`src/rtl/rob_pkg.sv`:
```
package rob_pkg;
   typedef enum logic [1:0] {
      KIND_REG    = 2'd0,
      KIND_STORE  = 2'd1,
      KIND_BRANCH = 2'd2
   } rob_kind_e;
endpackage

```
`src/rtl/rob_ptr_ctrl.sv`:
```
// Oldest/youngest slot pointers and occupancy of the circular buffer.
module rob_ptr_ctrl #(
   parameter int DEPTH = 16,
   localparam int IDX_W = $clog2(DEPTH),
   localparam int CNT_W = IDX_W + 1
) (
   input  logic             clk,
   input  logic             rst_n,
   input  logic             alloc_req,
   input  logic             retire,
   input  logic             discard,
   output logic [IDX_W-1:0] head,
   output logic [IDX_W-1:0] tail,
   output logic [CNT_W-1:0] occ,
   output logic             alloc_ok
);
   localparam logic [CNT_W-1:0] FULL_CNT = CNT_W'(DEPTH);

   logic take;

   assign alloc_ok = (occ != FULL_CNT) && !discard;
   assign take     = alloc_req && alloc_ok;

   always_ff @(posedge clk or negedge rst_n) begin
      if (!rst_n) begin
         head <= '0;
         tail <= '0;
         occ  <= '0;
      end else if (discard) begin
         // the retiring slot leaves too; issue restarts right after it
         head <= head + 1'b1;
         tail <= head + 1'b1;
         occ  <= '0;
      end else begin
         if (retire) head <= head + 1'b1;
         if (take)   tail <= tail + 1'b1;
         occ <= occ + CNT_W'(take) - CNT_W'(retire);
      end
   end
endmodule

```
`src/rtl/rob_entry_array.sv`:
```
// Slot storage: one generated slot per entry, plus head and lookup read-out.
module rob_entry_array
   import rob_pkg::*;
#(
   parameter int DEPTH  = 16,
   parameter int REG_W  = 6,
   parameter int DATA_W = 64,
   parameter int ADDR_W = 48,
   localparam int IDX_W = $clog2(DEPTH)
) (
   input  logic              clk,
   input  logic              rst_n,
   input  logic              alloc_fire,
   input  logic [IDX_W-1:0]  tail,
   input  rob_kind_e         alloc_kind,
   input  logic [REG_W-1:0]  alloc_dest,
   input  logic              cpl_valid,
   input  logic [IDX_W-1:0]  cpl_tag,
   input  logic [DATA_W-1:0] cpl_value,
   input  logic              cpl_mispredict,
   input  logic              cpl_fault,
   input  logic              sta_valid,
   input  logic [IDX_W-1:0]  sta_tag,
   input  logic [ADDR_W-1:0] sta_addr,
   input  logic              retire,
   input  logic              discard,
   input  logic [IDX_W-1:0]  head,
   input  logic [IDX_W-1:0]  rd_tag,
   output logic              h_valid,
   output logic              h_ready,
   output rob_kind_e         h_kind,
   output logic [REG_W-1:0]  h_dest,
   output logic [DATA_W-1:0] h_value,
   output logic [ADDR_W-1:0] h_addr,
   output logic              h_mispred,
   output logic              h_fault,
   output logic              rd_ready,
   output logic [DATA_W-1:0] rd_value
);
   logic [DEPTH-1:0] v_vec, rdy_vec, done_vec, mis_vec, flt_vec;
   rob_kind_e        kind_arr [DEPTH];
   logic [REG_W-1:0] dest_arr [DEPTH];
   logic [DATA_W-1:0] data_arr [DEPTH];
   logic [ADDR_W-1:0] addr_arr [DEPTH];

   for (genvar i = 0; i < DEPTH; i++) begin : g_slot
      localparam logic [IDX_W-1:0] MY_IDX = IDX_W'(i);
      logic              valid_r, done_r, aok_r, mis_r, flt_r;
      rob_kind_e         kind_r;
      logic [REG_W-1:0]  dest_r;
      logic [DATA_W-1:0] data_r;
      logic [ADDR_W-1:0] addr_r;

      always_ff @(posedge clk or negedge rst_n) begin
         if (!rst_n) begin
            valid_r <= 1'b0;
            done_r  <= 1'b0;
            aok_r   <= 1'b0;
            mis_r   <= 1'b0;
            flt_r   <= 1'b0;
            kind_r  <= KIND_REG;
            dest_r  <= '0;
            data_r  <= '0;
            addr_r  <= '0;
         end else if (discard) begin
            valid_r <= 1'b0;
         end else begin
            if (retire && head == MY_IDX)
               valid_r <= 1'b0;
            if (alloc_fire && tail == MY_IDX) begin
               valid_r <= 1'b1;
               kind_r  <= alloc_kind;
               dest_r  <= alloc_dest;
               done_r  <= 1'b0;
               aok_r   <= 1'b0;
               mis_r   <= 1'b0;
               flt_r   <= 1'b0;
            end
            if (cpl_valid && cpl_tag == MY_IDX && valid_r) begin
               done_r <= 1'b1;
               data_r <= cpl_value;
               mis_r  <= cpl_mispredict;
               flt_r  <= cpl_fault;
            end
            if (sta_valid && sta_tag == MY_IDX && valid_r) begin
               aok_r  <= 1'b1;
               addr_r <= sta_addr;
            end
         end
      end

      assign v_vec[i]    = valid_r;
      assign done_vec[i] = done_r;
      assign rdy_vec[i]  = done_r && (kind_r != KIND_STORE || aok_r);
      assign mis_vec[i]  = mis_r;
      assign flt_vec[i]  = flt_r;
      assign kind_arr[i] = kind_r;
      assign dest_arr[i] = dest_r;
      assign data_arr[i] = data_r;
      assign addr_arr[i] = addr_r;
   end

   assign h_valid   = v_vec[head];
   assign h_ready   = rdy_vec[head];
   assign h_kind    = kind_arr[head];
   assign h_dest    = dest_arr[head];
   assign h_value   = data_arr[head];
   assign h_addr    = addr_arr[head];
   assign h_mispred = mis_vec[head];
   assign h_fault   = flt_vec[head];

   assign rd_ready  = v_vec[rd_tag] && done_vec[rd_tag];
   assign rd_value  = data_arr[rd_tag];
endmodule

```
`src/rtl/rob_commit_logic.sv`:
```
// Decides what the oldest slot does when it retires.
module rob_commit_logic
   import rob_pkg::*;
(
   input  logic      h_valid,
   input  logic      h_ready,
   input  rob_kind_e h_kind,
   input  logic      h_mispred,
   input  logic      h_fault,
   output logic      retire,
   output logic      discard,
   output logic      do_rf,
   output logic      do_st,
   output logic      do_br,
   output logic      do_exc
);
   always_comb begin
      retire  = h_valid && h_ready;
      do_exc  = retire && h_fault;
      do_rf   = retire && !h_fault && h_kind == KIND_REG;
      do_st   = retire && !h_fault && h_kind == KIND_STORE;
      do_br   = retire && !h_fault && h_kind == KIND_BRANCH;
      discard = do_exc || (do_br && h_mispred);
   end
endmodule

```
`src/rtl/speculative_rob.sv`:
```
module speculative_rob
   import rob_pkg::*;
#(
   parameter int DEPTH  = 16,
   parameter int REG_W  = 6,
   parameter int DATA_W = 64,
   parameter int ADDR_W = 48,
   localparam int IDX_W = $clog2(DEPTH),
   localparam int CNT_W = IDX_W + 1
) (
   input  logic              clk,
   input  logic              rst_n,
   input  logic              alloc_valid,
   input  logic [1:0]        alloc_kind,
   input  logic [REG_W-1:0]  alloc_dest,
   output logic              alloc_ready,
   output logic [IDX_W-1:0]  alloc_tag,
   input  logic              cpl_valid,
   input  logic [IDX_W-1:0]  cpl_tag,
   input  logic [DATA_W-1:0] cpl_value,
   input  logic              cpl_mispredict,
   input  logic              cpl_fault,
   input  logic              sta_valid,
   input  logic [IDX_W-1:0]  sta_tag,
   input  logic [ADDR_W-1:0] sta_addr,
   input  logic [IDX_W-1:0]  rd_tag,
   output logic              rd_ready,
   output logic [DATA_W-1:0] rd_value,
   output logic [IDX_W-1:0]  commit_tag,
   output logic              rf_we,
   output logic [REG_W-1:0]  rf_dest,
   output logic [DATA_W-1:0] rf_data,
   output logic              st_release,
   output logic [ADDR_W-1:0] st_addr,
   output logic [DATA_W-1:0] st_data,
   output logic              br_resolve,
   output logic              flush,
   output logic              exc_raise
);
   if (DEPTH < 2 || (DEPTH & (DEPTH - 1)) != 0) begin : g_bad_depth
      $error("speculative_rob: DEPTH must be a power of two of at least 2");
   end
   if (REG_W < 1 || DATA_W < 1 || ADDR_W < 1) begin : g_bad_width
      $error("speculative_rob: widths must be positive");
   end

   logic [IDX_W-1:0]  head, tail;
   logic [CNT_W-1:0]  occ;
   logic              alloc_ok, alloc_fire;
   logic              retire, discard, do_rf, do_st, do_br, do_exc;
   logic              h_valid, h_ready, h_mispred, h_fault;
   rob_kind_e         h_kind;
   logic [REG_W-1:0]  h_dest;
   logic [DATA_W-1:0] h_value;
   logic [ADDR_W-1:0] h_addr;

   assign alloc_fire = alloc_valid && alloc_ok;

   rob_ptr_ctrl #(.DEPTH(DEPTH)) u_ptr (
      .clk, .rst_n,
      .alloc_req (alloc_valid),
      .retire    (retire),
      .discard   (discard),
      .head      (head),
      .tail      (tail),
      .occ       (occ),
      .alloc_ok  (alloc_ok)
   );

   rob_entry_array #(
      .DEPTH(DEPTH), .REG_W(REG_W), .DATA_W(DATA_W), .ADDR_W(ADDR_W)
   ) u_slots (
      .clk, .rst_n,
      .alloc_fire     (alloc_fire),
      .tail           (tail),
      .alloc_kind     (rob_kind_e'(alloc_kind)),
      .alloc_dest     (alloc_dest),
      .cpl_valid      (cpl_valid),
      .cpl_tag        (cpl_tag),
      .cpl_value      (cpl_value),
      .cpl_mispredict (cpl_mispredict),
      .cpl_fault      (cpl_fault),
      .sta_valid      (sta_valid),
      .sta_tag        (sta_tag),
      .sta_addr       (sta_addr),
      .retire         (retire),
      .discard        (discard),
      .head           (head),
      .rd_tag         (rd_tag),
      .h_valid        (h_valid),
      .h_ready        (h_ready),
      .h_kind         (h_kind),
      .h_dest         (h_dest),
      .h_value        (h_value),
      .h_addr         (h_addr),
      .h_mispred      (h_mispred),
      .h_fault        (h_fault),
      .rd_ready       (rd_ready),
      .rd_value       (rd_value)
   );

   rob_commit_logic u_commit (
      .h_valid   (h_valid),
      .h_ready   (h_ready),
      .h_kind    (h_kind),
      .h_mispred (h_mispred),
      .h_fault   (h_fault),
      .retire    (retire),
      .discard   (discard),
      .do_rf     (do_rf),
      .do_st     (do_st),
      .do_br     (do_br),
      .do_exc    (do_exc)
   );

   assign alloc_ready = alloc_ok;
   assign alloc_tag   = tail;
   assign commit_tag  = head;
   assign rf_we       = do_rf;
   assign rf_dest     = h_dest;
   assign rf_data     = h_value;
   assign st_release  = do_st;
   assign st_addr     = h_addr;
   assign st_data     = h_value;
   assign br_resolve  = do_br;
   assign flush       = discard;
   assign exc_raise   = do_exc;
endmodule

```
`config.mk`:
```
export PLATFORM = sky130hd
export DESIGN_NAME = speculative_rob
export DESIGN_NICKNAME = d
export VERILOG_FILES = /design/src/rtl/rob_pkg.sv /design/src/rtl/rob_ptr_ctrl.sv /design/src/rtl/rob_entry_array.sv /design/src/rtl/rob_commit_logic.sv /design/src/rtl/speculative_rob.sv
export SDC_FILE = /design/constraint.sdc
export NUM_CORES = 2
export LEC_CHECK = 0
export ABC_AREA = 1
export BUFFER_PORTS_ARGS = -buffer_cell sky130_fd_sc_hd__buf_2
export CAP_MARGIN = 20
export CORE_MARGIN = 2
export CORE_UTILIZATION = 30
export CTS_CLUSTER_SIZE = 30
export DETAILED_ROUTE_END_ITERATION = 6
export GPL_ROUTABILITY_DRIVEN = 0
export PLACE_DENSITY_LB_ADDON = 0.12
export SKIP_CTS_REPAIR_TIMING = 1
export SYNTH_ARGS = -nofsm -noshare
export SYNTH_HDL_FRONTEND = slang
export SYNTH_SLANG_ARGS = --single-unit
```
`constraint.sdc`:
```
create_clock -name clk -period 8.1 [get_ports clk]
set_clock_uncertainty 0.05 [all_clocks]
set_input_delay 1.62 -clock clk [delete_from_list [all_inputs] [get_ports clk]]
set_output_delay 1.62 -clock clk [all_outputs]
set_load 0.01 [all_outputs]
```
==> results.md <==
* Post-DRT Antenna Nets at 0
* Total power draw at 44.0 mW
* Critical path's largest stage delay at between 0.8 and 0.9 ns
* Reg-to-reg slack, setup at 2.20 ns
* Maximum clock path buffer count at 4
* Post-route DRC at 0
* R2R Path End: u_slots.g_slot[1].addr_r[33]
* CTS tree: done
* R2R cell count at 15
* Top-level port count at 400
* PwrDens at 401 nW/µm²
* Reg clk slew, reported paths at 0.06 ns
* Grt total ovfl at 0
* Register area at 50,400 µm²
* Vias per std cell at ~5.4
* Die area at 329,000 µm²
* DR vias at 86,169
* EDFF count, synth at 0
* Clk pwr share at 25.8%
* Placed cell count at ~16,000
* Sequential area share after synthesis at 51.7%
* Cell area after layout at ~110,000 µm²
* Crit path top cell by count: buf_4
* Worst path slowest cell: buf_4
* Hold Vio Cnt, Final at 0
* Multi-input gate area at 39,600 µm²
* Yosys reg bits at 2,013
* Ys async rst share at 100%
* Final instance count without filler cells at 16,103
* CTS Buf Count at roughly 240
* WHS Path Cells at 2
* DR iter-0 viols at 8,944
* Finish-stage setup viols at 0
* Min Clock Period, post-route at 6.98 ns
* DP Area at 102,000 µm²
* Port Buffers at around 400
* Core area at 324,000 µm²
* Num rows at 209
* Htree depth at 4
* Mapped cell area at 97,500 µm²
* Run status: finished clean
* Post-route setup TNS at 0 ns
* WHS at 0.418 ns
* Min-Delay Path Class: reg2reg
* Buf/Inv on CP at 4
* Die Y at 574 µm
* R2r startpoint: u_ptr.head[1]
* Max VDD drop at 304 µV
* Routed wire per std cell at 23.8 µm
* HPWL Detailed at 206 mm
* Root buffer cell: clkbuf_16
* Initial core utilization at 30.1%
* Largest net degree at the start of global routing at 222
* Tcrit/Tclk final at 86.2%
* Cell Chain, Critical Path: inv_8 -> nor2_4 -> buf_4 -> buf_4 -> a22oi_1 -> a21oi_1 -> or4_1 -> buf_2
* Post-Syn Instances at ~12,000
* Leak at between 40 and 50 nW
* Final WS setup at ~1.1 ns
* Vias in the first global route at 83,620
* Synthesis Warnings at 0
* Combinational fraction of design power at 35.5%
* WP data arrival at between 5 and 6 ns
* DRT Pass-1 Iters at 6
* Fillers at between 30,000 and 40,000
* Commonest non-fill, non-tap cells in the layout: o21ai_0 (2,824), nand2_1 (2,488), dfrtp_1 (2,011)
* Syn avg cell area at 8.19 µm²
* Detailed Route WL at 384 mm
* Syn Nets at 12,059
* Maximum clock rate at roughly 0.14 GHz
* CP Max Fanout at 81
* Layout cells sized above 1 at 8.59%
* Switching power at 17.8 mW
* Final Max Slew Viols at 0
* Sequential Power Share at between 30% and 40%
* Max cap viols at 0
* Die X at about 570 µm
* Synth cell types at 42
* CTS sink count at 2,013
* Worst Tran Pin Value at 1.26 ns
* Critical path class: reg2out
* RSZ-0062 raised after global routing: false
* Fin nets at 11,707
* Finished Core Util at 33.9%
* Worst Setup End Kind: primary output
* Clk Latency, worst-skew pair at around 0.92 ns
* Net Sw Frac at 40.4%
* Worst slew margin at 16.3%
* Main synth FF type: dfrtp_1
* Global-route wire length before repair at ~570 mm
* Setup crit start kind: flop
* Hold EP: u_slots.g_slot[0].dest_r[0]
* CP required at 6.43 ns
* Area Overhead vs Synth at 12.7%
* Setup WS pre-CTS at 2.07 ns
* Top cell family by delay on the critical path: buffers and inverters
* Pint at 26.3 mW
* Initial antenna violation count at 44
* Total GRT Usage at 22.7%
* Hold Startpoint: u_slots.g_slot[0].dest_r[0]
* Commonest non-fill, non-tap cell in the layout: o21ai_0
-- layer usage --
metal | GRT usage [%] | wire [µm]
met1 | 30.7 | 169000
met2 | 37.4 | 178000
met3 | 3.14 | 23700
met4 | 7.09 | 12100
met5 | 0 | 70
-- cell usage after synthesis, types with 39 or more instances --
| cell type | instances | area, µm² |
|---|---|---|
| buf_2 | 173 | 866 |
| inv_1 | 600 | 2250 |
| buf_6 | 39 | 439 |
| or4_1 | 63 | 473 |
| nand4_1 | 58 | 363 |
| o211ai_1 | 263 | 1970 |
| a22oi_1 | 448 | 3360 |
| nor2_1 | 508 | 1910 |
| o21ai_0 | 2824 | 14100 |
| nand3_1 | 129 | 646 |
| clkbuf_1 | 673 | 2530 |
| buf_4 | 145 | 1090 |
| a21oi_1 | 803 | 4020 |
| buf_1 | 95 | 357 |
| nand2_1 | 2489 | 9340 |
| dfrtp_1 | 2013 | 50400 |
| o21ai_1 | 393 | 1970 |
-- worst reg2reg max path: cells and delay by family (launching register included) --
kind	cells	cell delay, ns
AOI/OAI and AO/OA	1	0.11
buffers and inverters	5	3.16
DFF	1	0.69
and+or+nand+nor	9	1.75
-- registers in the layout, indices dropped and copies added, names as in the netlist, 5 cells and up --
name / count
u_slots.g_slot.aok_r: 16
u_slots.g_slot.done_r: 16
u_slots.g_slot.addr_r: 768
u_slots.g_slot.data_r: 1024
u_slots.g_slot.flt_r: 16
u_slots.g_slot.dest_r: 96
u_slots.g_slot.mis_r: 16
u_ptr.occ: 5
u_slots.g_slot.valid_r: 16
u_slots.g_slot.kind_r: 32
-- kinds of logic after synthesis --
kind of cell    count (synthesis)  synth area share (%)
compound gates               4778                  26.5
buf+inv                      1761                  7.88
xor+xnor                        8                0.0719
fa+ha+maj                      15                 0.200
flops                        2013                  51.7
simple gates                 3330                  13.6
-- cell type report --
cell class	count	area share, %
flip-flops and latches	2013	45.9
multi-input cells	8131	36.1
clock buffers	359	6.51
well taps	4325	4.93
repair buffers	543	3.37
inverters	622	2.20
clock inverters	85	0.966
diodes	25	0.0570
-- power groups by stage --
stage               Clock [mW]  Sequential, mW  Combinational, mW
floorplan                    0            16.3               10.6
global placement             0            17.0               15.5
detailed placement           0            17.1               15.7
CTS                       11.7            17.0               15.7
global route              12.1            17.6               17.6
finish                    11.4            17.0               15.6
-- how the worst max path moves through the flow --
stage / startpoint / end / slack (ns) / depth (start not counted)
after floorplan: rd_tag[0] / rd_value[22] / 3.44 / 8
after global placement: u_ptr.head[1] / st_data[0] / 2.07 / 8
after detailed placement: u_ptr.head[1] / rf_data[62] / 2.07 / 8
after CTS: u_ptr.head[1] / rf_data[62] / 1.04 / 8
after global routing: u_ptr.head[0] / st_data[8] / 0.89 / 8
final: u_ptr.head[1] / st_data[61] / 1.12 / 8
(Power assumes the default switching activity.)
